### src/rtl/tsp_pkg.sv
package tsp_pkg;
  typedef enum logic [2:0] {
    RX_IDLE,
    RX_START,
    RX_DATA,
    RX_STOP,
    RX_HUNT
  } rx_state_e;
endpackage

### src/rtl/tsp_bit_timer.sv
module tsp_bit_timer #(
  parameter int TICKS_PER_BIT = 16
) (
  input  logic clk_i,
  input  logic rst_ni,
  input  logic clr_i,
  input  logic tick_i,
  output logic mid_o,
  output logic end_o
);
  localparam int CW   = $clog2(TICKS_PER_BIT);
  localparam int HALF = TICKS_PER_BIT / 2;

  logic [CW-1:0] cnt_q;

  assign mid_o = tick_i && (cnt_q == CW'(HALF - 1));
  assign end_o = tick_i && (cnt_q == CW'(TICKS_PER_BIT - 1));

  always_ff @(posedge clk_i or negedge rst_ni) begin
    if (!rst_ni)     cnt_q <= '0;
    else if (clr_i)  cnt_q <= '0;
    else if (end_o)  cnt_q <= '0;
    else if (tick_i) cnt_q <= cnt_q + 1'b1;
  end
endmodule

### src/rtl/tsp_sync.sv
module tsp_sync #(
  parameter int STAGES = 2
) (
  input  logic clk_i,
  input  logic rst_ni,
  input  logic d_i,
  output logic q_o
);
  logic [STAGES-1:0] chain_q;

  for (genvar g = 0; g < STAGES; g++) begin : g_stage
    if (g == 0) begin : g_first
      always_ff @(posedge clk_i or negedge rst_ni) begin
        if (!rst_ni) chain_q[g] <= 1'b1;
        else         chain_q[g] <= d_i;
      end
    end else begin : g_next
      always_ff @(posedge clk_i or negedge rst_ni) begin
        if (!rst_ni) chain_q[g] <= 1'b1;
        else         chain_q[g] <= chain_q[g-1];
      end
    end
  end

  assign q_o = chain_q[STAGES-1];
endmodule

### src/rtl/tsp_tx.sv
module tsp_tx #(
  parameter int DATA_W        = 8,
  parameter int STOP_BITS     = 2,
  parameter int TICKS_PER_BIT = 16
) (
  input  logic              clk_i,
  input  logic              rst_ni,
  input  logic              tick_i,
  input  logic              parity_en_i,
  input  logic              wr_i,
  input  logic [DATA_W-1:0] wdata_i,
  output logic              txd_o,
  output logic              busy_o,
  output logic              done_o
);
  localparam int FRAME_W = 1 + DATA_W + STOP_BITS;
  localparam int IW      = $clog2(FRAME_W);

  logic [FRAME_W-1:0] frame_q;
  logic [IW-1:0]      idx_q;
  logic               busy_q;
  logic               done_q;
  logic               bit_end;
  logic [DATA_W-1:0]  payload;
  logic               load;

  assign load = wr_i && !busy_q;

  always_comb begin
    payload = wdata_i;
    if (parity_en_i) payload[DATA_W-1] = ~(^wdata_i[DATA_W-2:0]);
  end

  tsp_bit_timer #(.TICKS_PER_BIT(TICKS_PER_BIT)) u_timer (
    .clk_i  (clk_i),
    .rst_ni (rst_ni),
    .clr_i  (!busy_q),
    .tick_i (tick_i),
    .mid_o  (),
    .end_o  (bit_end)
  );

  always_ff @(posedge clk_i or negedge rst_ni) begin
    if (!rst_ni) begin
      frame_q <= '1;
      idx_q   <= '0;
      busy_q  <= 1'b0;
      done_q  <= 1'b0;
    end else begin
      done_q <= 1'b0;
      if (load) begin
        frame_q <= {{STOP_BITS{1'b1}}, payload, 1'b0};
        idx_q   <= '0;
        busy_q  <= 1'b1;
      end else if (busy_q && bit_end) begin
        frame_q <= {1'b1, frame_q[FRAME_W-1:1]};
        if (idx_q == IW'(FRAME_W - 1)) begin
          busy_q <= 1'b0;
          done_q <= 1'b1;
        end else begin
          idx_q <= idx_q + 1'b1;
        end
      end
    end
  end

  assign txd_o  = busy_q ? frame_q[0] : 1'b1;
  assign busy_o = busy_q;
  assign done_o = done_q;
endmodule

### src/rtl/tsp_rx.sv
module tsp_rx
  import tsp_pkg::*;
#(
  parameter int DATA_W        = 8,
  parameter int TICKS_PER_BIT = 16
) (
  input  logic              clk_i,
  input  logic              rst_ni,
  input  logic              tick_i,
  input  logic              parity_en_i,
  input  logic              rxd_i,
  output logic [DATA_W-1:0] data_o,
  output logic              done_o
);
  localparam int BW = $clog2(DATA_W);

  rx_state_e         state_q;
  logic [DATA_W-1:0] sh_q;
  logic [DATA_W-1:0] data_q;
  logic [BW-1:0]     bit_q;
  logic              done_q;
  logic              mid, bit_end, clr;
  logic [DATA_W-1:0] stored;

  // restart the bit timer at the start-bit midpoint so later samples land mid-bit
  assign clr = (state_q == RX_IDLE) || (state_q == RX_HUNT) ||
               ((state_q == RX_START) && mid);

  tsp_bit_timer #(.TICKS_PER_BIT(TICKS_PER_BIT)) u_timer (
    .clk_i  (clk_i),
    .rst_ni (rst_ni),
    .clr_i  (clr),
    .tick_i (tick_i),
    .mid_o  (mid),
    .end_o  (bit_end)
  );

  always_comb begin
    stored = sh_q;
    if (parity_en_i) stored[DATA_W-1] = ~(^sh_q);
  end

  always_ff @(posedge clk_i or negedge rst_ni) begin
    if (!rst_ni) begin
      state_q <= RX_IDLE;
      sh_q    <= '0;
      data_q  <= '0;
      bit_q   <= '0;
      done_q  <= 1'b0;
    end else begin
      done_q <= 1'b0;
      unique case (state_q)
        RX_IDLE:  if (!rxd_i) state_q <= RX_START;
        RX_START: if (mid) begin
          if (rxd_i) state_q <= RX_IDLE;
          else begin
            state_q <= RX_DATA;
            bit_q   <= '0;
          end
        end
        RX_DATA: if (bit_end) begin
          sh_q <= {rxd_i, sh_q[DATA_W-1:1]};
          if (bit_q == BW'(DATA_W - 1)) state_q <= RX_STOP;
          else                          bit_q   <= bit_q + 1'b1;
        end
        RX_STOP: if (bit_end) begin
          if (rxd_i) begin
            data_q  <= stored;
            done_q  <= 1'b1;
            state_q <= RX_IDLE;
          end else begin
            state_q <= RX_HUNT;
          end
        end
        RX_HUNT:  if (rxd_i) state_q <= RX_IDLE;
        default:  state_q <= RX_IDLE;
      endcase
    end
  end

  assign data_o = data_q;
  assign done_o = done_q;
endmodule

### src/rtl/tsp_port.sv
module tsp_port #(
  parameter int DATA_W        = 8,
  parameter int STOP_BITS     = 2,
  parameter int TICKS_PER_BIT = 16,
  parameter int SYNC_STAGES   = 2
) (
  input  logic              clk_i,
  input  logic              rst_ni,
  input  logic              tick_i,
  input  logic              parity_en_i,
  input  logic              wr_i,
  input  logic [DATA_W-1:0] wdata_i,
  output logic [DATA_W-1:0] rd_data_o,
  input  logic              rxd_i,
  output logic              txd_o,
  output logic              tx_irq_o,
  output logic              rx_irq_o
);
  logic rxd_s;
  logic tx_busy;

  tsp_sync #(.STAGES(SYNC_STAGES)) u_sync (
    .clk_i  (clk_i),
    .rst_ni (rst_ni),
    .d_i    (rxd_i),
    .q_o    (rxd_s)
  );

  tsp_tx #(
    .DATA_W        (DATA_W),
    .STOP_BITS     (STOP_BITS),
    .TICKS_PER_BIT (TICKS_PER_BIT)
  ) u_tx (
    .clk_i       (clk_i),
    .rst_ni      (rst_ni),
    .tick_i      (tick_i),
    .parity_en_i (parity_en_i),
    .wr_i        (wr_i),
    .wdata_i     (wdata_i),
    .txd_o       (txd_o),
    .busy_o      (tx_busy),
    .done_o      (tx_irq_o)
  );

  tsp_rx #(
    .DATA_W        (DATA_W),
    .TICKS_PER_BIT (TICKS_PER_BIT)
  ) u_rx (
    .clk_i       (clk_i),
    .rst_ni      (rst_ni),
    .tick_i      (tick_i),
    .parity_en_i (parity_en_i),
    .rxd_i       (rxd_s),
    .data_o      (rd_data_o),
    .done_o      (rx_irq_o)
  );
endmodule

### config.mk
export PLATFORM = sky130hd
export DESIGN_NAME = tsp_port
export DESIGN_NICKNAME = d
export VERILOG_FILES = /design/src/rtl/tsp_pkg.sv /design/src/rtl/tsp_bit_timer.sv /design/src/rtl/tsp_sync.sv /design/src/rtl/tsp_tx.sv /design/src/rtl/tsp_rx.sv /design/src/rtl/tsp_port.sv
export SDC_FILE = /design/constraint.sdc
export NUM_CORES = 1
export LEC_CHECK = 0
export ABC_AREA = 1
export BUFFER_PORTS_ARGS = -buffer_cell sky130_fd_sc_hd__buf_2
export CAP_MARGIN = 5
export CELL_PAD_IN_SITES_DETAIL_PLACEMENT = 0
export CELL_PAD_IN_SITES_GLOBAL_PLACEMENT = 1
export CORE_MARGIN = 5
export CORE_UTILIZATION = 40
export CTS_CLUSTER_DIAMETER = 100
export DETAILED_ROUTE_END_ITERATION = 16
export GPL_ROUTABILITY_DRIVEN = 0
export HOLD_SLACK_MARGIN = 0.05
export MAX_ROUTING_LAYER = met4
export PLACE_DENSITY_LB_ADDON = 0.12
export SYNTH_ARGS = -nofsm -noshare
export SYNTH_HDL_FRONTEND = slang
export SYNTH_SLANG_ARGS = --single-unit
### constraint.sdc
create_clock -name clk_i -period 2 [get_ports clk_i]
set_input_delay 0.2 -clock clk_i [delete_from_list [all_inputs] [get_ports clk_i]]
set_output_delay 0.2 -clock clk_i [all_outputs]
set_load 0.02 [all_outputs]
==> flow_summary_export.csv <==
group,metric,value,unit
power_and_ir_drop,p_clk_share,25.3,%
worst_hold_path,min_path_type,"in2reg",
cells_and_area,nets,367,
power_and_ir_drop,p_seq_share,49.8,%
worst_setup_path,regToRegSetupSlack,0.45,ns
synthesis,synth-seq-area-share,48.0,%
power_and_ir_drop,power_switching,0.000930,W
drt,totalWireLength,4860,um
sta,fin_tns_setup,0,ns
power_and_ir_drop,total_power,0.00283,W
grt,grt_antenna_before_repair,0,
drt,ant_nets,0,
cells_and_area,n_antenna_cell,0,
power_and_ir_drop,p_leak,1.48,nW
clocking,cts_sinks,48,
die,start_util,40.5,%
die,die_x,89.5,um
sta,clock_skew,0.00824,ns
die,num_io_pins,25,
synthesis,synth.distinct_cells,30,
grt,grt_usage,14.0,%
sta,worstMarginPinSlew,0.609,ns
clocking,cts.repair.resized,0,
synthesis,syn_inst,320,
worst_setup_path,arrival,1.73,ns
power_and_ir_drop,power_density,1000,mW/mm2
grt,first_global_vias,1869,
drt,wl_per_cell,11.4,um
worst_setup_path,critPathLaunch,"u_tx.u_timer.cnt_q[1]$_DFFE_PN0P_",
drt,via_per_inst,4.79,
drt,drc,0,
synthesis,syn_avg_cell_area,7.90,um2
worst_setup_path,r2r-end,"u_tx.idx_q[0]$_DFFE_PN0P_",
sta,relSlewSlack,59.4,%
worst_hold_path,worstHoldPathCells,3,
power_and_ir_drop,peakVddDrop,0.361,mV
clocking,clkTransAtPathRegs,0.10,ns
sta,timing_hold_violations_final,0,
die,dieArea,0.00801,mm2
synthesis,synth_ff_type,"dfrtp_1",
power_and_ir_drop,p_int,0.00190,W
sta,fmax,0.646,GHz
sta,rsz0062_at_grt,"no",
die,placementRows,29,
synthesis,synth_nets,340,
job,maxCapViolCount,0,
synthesis,netlist_area,0.00253,mm2
clocking,tritoncts,"built",
outcome,status,"finished, final reports clean",
clocking,clk_latency,0.30,ns
worst_setup_path,critPathKind,"reg2reg",
grt,grt_max_degree,49,
synthesis,async_flop_share,100,%
drt,vias,2034,
cells_and_area,final_common_cell,"nand2_1",
cells_and_area,nFillCells,648,
drt,dr.pass1.iters,4,
sta,finalCritPeriodShare,77.4,%
clocking,cts-root-buf,"clkbuf_8",
worst_setup_path,r2r-start,"u_tx.u_timer.cnt_q[1]$_DFFE_PN0P_",
worst_setup_path,reg2reg_depth,8,
worst_hold_path,min_from,"parity_en_i",
worst_setup_path,crit_path_start_kind,"register",
die,die_y,89.5,um
worst_setup_path,worstPathMaxFanout,17,
synthesis,synth_edf_count,0,
cells_and_area,drive_gt1_share,16.4,%
placement,dp_hpwl,3510,um
cells_and_area,final_cell_mix,"110 x nand2_1, 37 x dfrtp_1, 36 x inv_1",
grt,grt_pass1_wl,8490,um
worst_setup_path,cp-end-kind,"register",
sta,setup_viol,0,
synthesis,yosysWarnings,0,
grt,grt_overflow,0,
power_and_ir_drop,power_frac_comb,24.8,%
clocking,cts.path.max_buffers,2,
sta,maxSlewViolCount,0,
power_and_ir_drop,swShare,32.8,%
clocking,cts_made_buffers,5,
sta,min_period,1.55,ns
synthesis,ys_ff_latch,48,
clocking,h-tree-depth,2,
worst_setup_path,required,2.18,ns
placement,io_buffers,24,
die,core-area,0.00624,mm2
cells_and_area,area_growth,12.0,%
drt,dr.first_iter.drc_count,72,
worst_hold_path,holdPathEnd,"u_tx.frame_q[8]$_DFFE_PN1P_",
-- state kept, by name, summed over array words and instances, names as in the netlist, 3 cells and up --
name,flops
u_tx.u_timer.cnt_q,4
u_tx.idx_q,4
u_rx.u_timer.cnt_q,4
u_rx.data_o,8
u_rx.state_q,3
u_tx.frame_q,9
u_rx.sh_q,8
u_rx.bit_q,3
-- cells in the mapped netlist (3+ instances only) --
library cell	n	area share, %
a21oi_1	7	1.4
a31oi_1	6	1.5
buf_2	3	0.59
buf_6	3	1.3
dfrtp_1	37	37
dfstp_2	11	11
ha_1	6	3.0
inv_1	36	5.3
inv_2	3	0.45
nand2_1	110	16
nand3_1	31	6.1
nor2_1	19	2.8
o21ai_0	20	4.0
o21ai_1	7	1.4
-- logic make-up (layout without fill, tap and decap cells) --
| logic type | Yosys count | count (layout) | share of synthesized area, % |
|---|---|---|---|
| adder cells (fa/ha/maj) | 6 | 6 | 2.97 |
| AND/OR/NAND/NOR | 173 | 173 | 30.6 |
| buffers and inverters | 46 | 74 | 8.02 |
| XOR/XNOR | 2 | 2 | 0.693 |
| AO/OA/AOI/OAI | 45 | 45 | 9.70 |
| flip-flops | 48 | 48 | 48.0 |
-- per-layer routing --
layer	vias up	global-route usage (%)	part of all wire [%]
met5	-	-	0
met4	0	5.28	0.95
met3	4	2.40	2.9
met2	25	21.1	44
met1	923	18.8	53
li1	1082	-	-
-- power by group through the flow --
| stage | registers, W | clock network, W | logic [W] |
|---|---|---|---|
| 2_1_floorplan | 0.00138 | 0 | 0.000565 |
| 3_3_place_gp | 0.00143 | 0 | 0.000717 |
| 3_5_place_dp | 0.00143 | 0 | 0.000719 |
| 4_1_cts | 0.00141 | 0.000759 | 0.000722 |
| 5_1_grt | 0.00144 | 0.000794 | 0.000833 |
| 6_report | 0.00141 | 0.000718 | 0.000702 |
-- critical path, cell delays in order, from the launching register on --
cell     delay, ns
dfrtp_1       0.40
ha_1          0.18
nand3_1       0.07
inv_1         0.11
nand3_2       0.15
nand2_4       0.20
nand2_1       0.16
nand2_1       0.09
o31ai_1       0.06
-- worst max-delay path by stage --
stage                                 to  slack (ns)  cells past startpoint
3_3_place_gp   u_tx.idx_q[0]$_DFFE_PN0P_        0.50                      8
3_5_place_dp   u_tx.idx_q[0]$_DFFE_PN0P_        0.45                      6
2_1_floorplan  u_rx.bit_q[0]$_DFFE_PN0P_        0.67                     10
4_1_cts        u_tx.idx_q[0]$_DFFE_PN0P_        0.43                      8
5_1_grt        u_tx.idx_q[0]$_DFFE_PN0P_        0.31                      8
6_report       u_tx.idx_q[0]$_DFFE_PN0P_        0.45                      8
-- stage by stage --
stage                     instance area [um2]  std cells  hold slack [ns]  setup WS, ns  utilization, %
after floorplan                          2530        320          -0.0956         0.669               -
after global placement                   2700        415            0.306         0.499            43.2
after detailed placement                 2700        415            0.308         0.450            43.2
after CTS                                2830        425            0.134         0.432            45.4
after global routing                     2830        425            0.164         0.308            45.4
final                                    2830        425            0.146         0.453            45.4
-- area by class of cell --
class	instances	area (um2)	share of cell area (%)
Clock buffer	5	68.8	2.43
Sequential cell	48	1210	42.9
Timing Repair Buffer	27	148	5.21
Tap cell	77	96.3	3.40
Clock inverter	3	47.5	1.68
Multi-Input combinational cell	226	1110	39.2
Inverter	39	146	5.17
-- what timing repair did --
| item | CTS | global route |
|---|---|---|
| hold buffers | 2 | 0 |
| endpoints found under the hold margin | 38 | 0 |
| setup buffers | 0 | 0 |
Note: power is estimated with default switching activity, not from simulation.
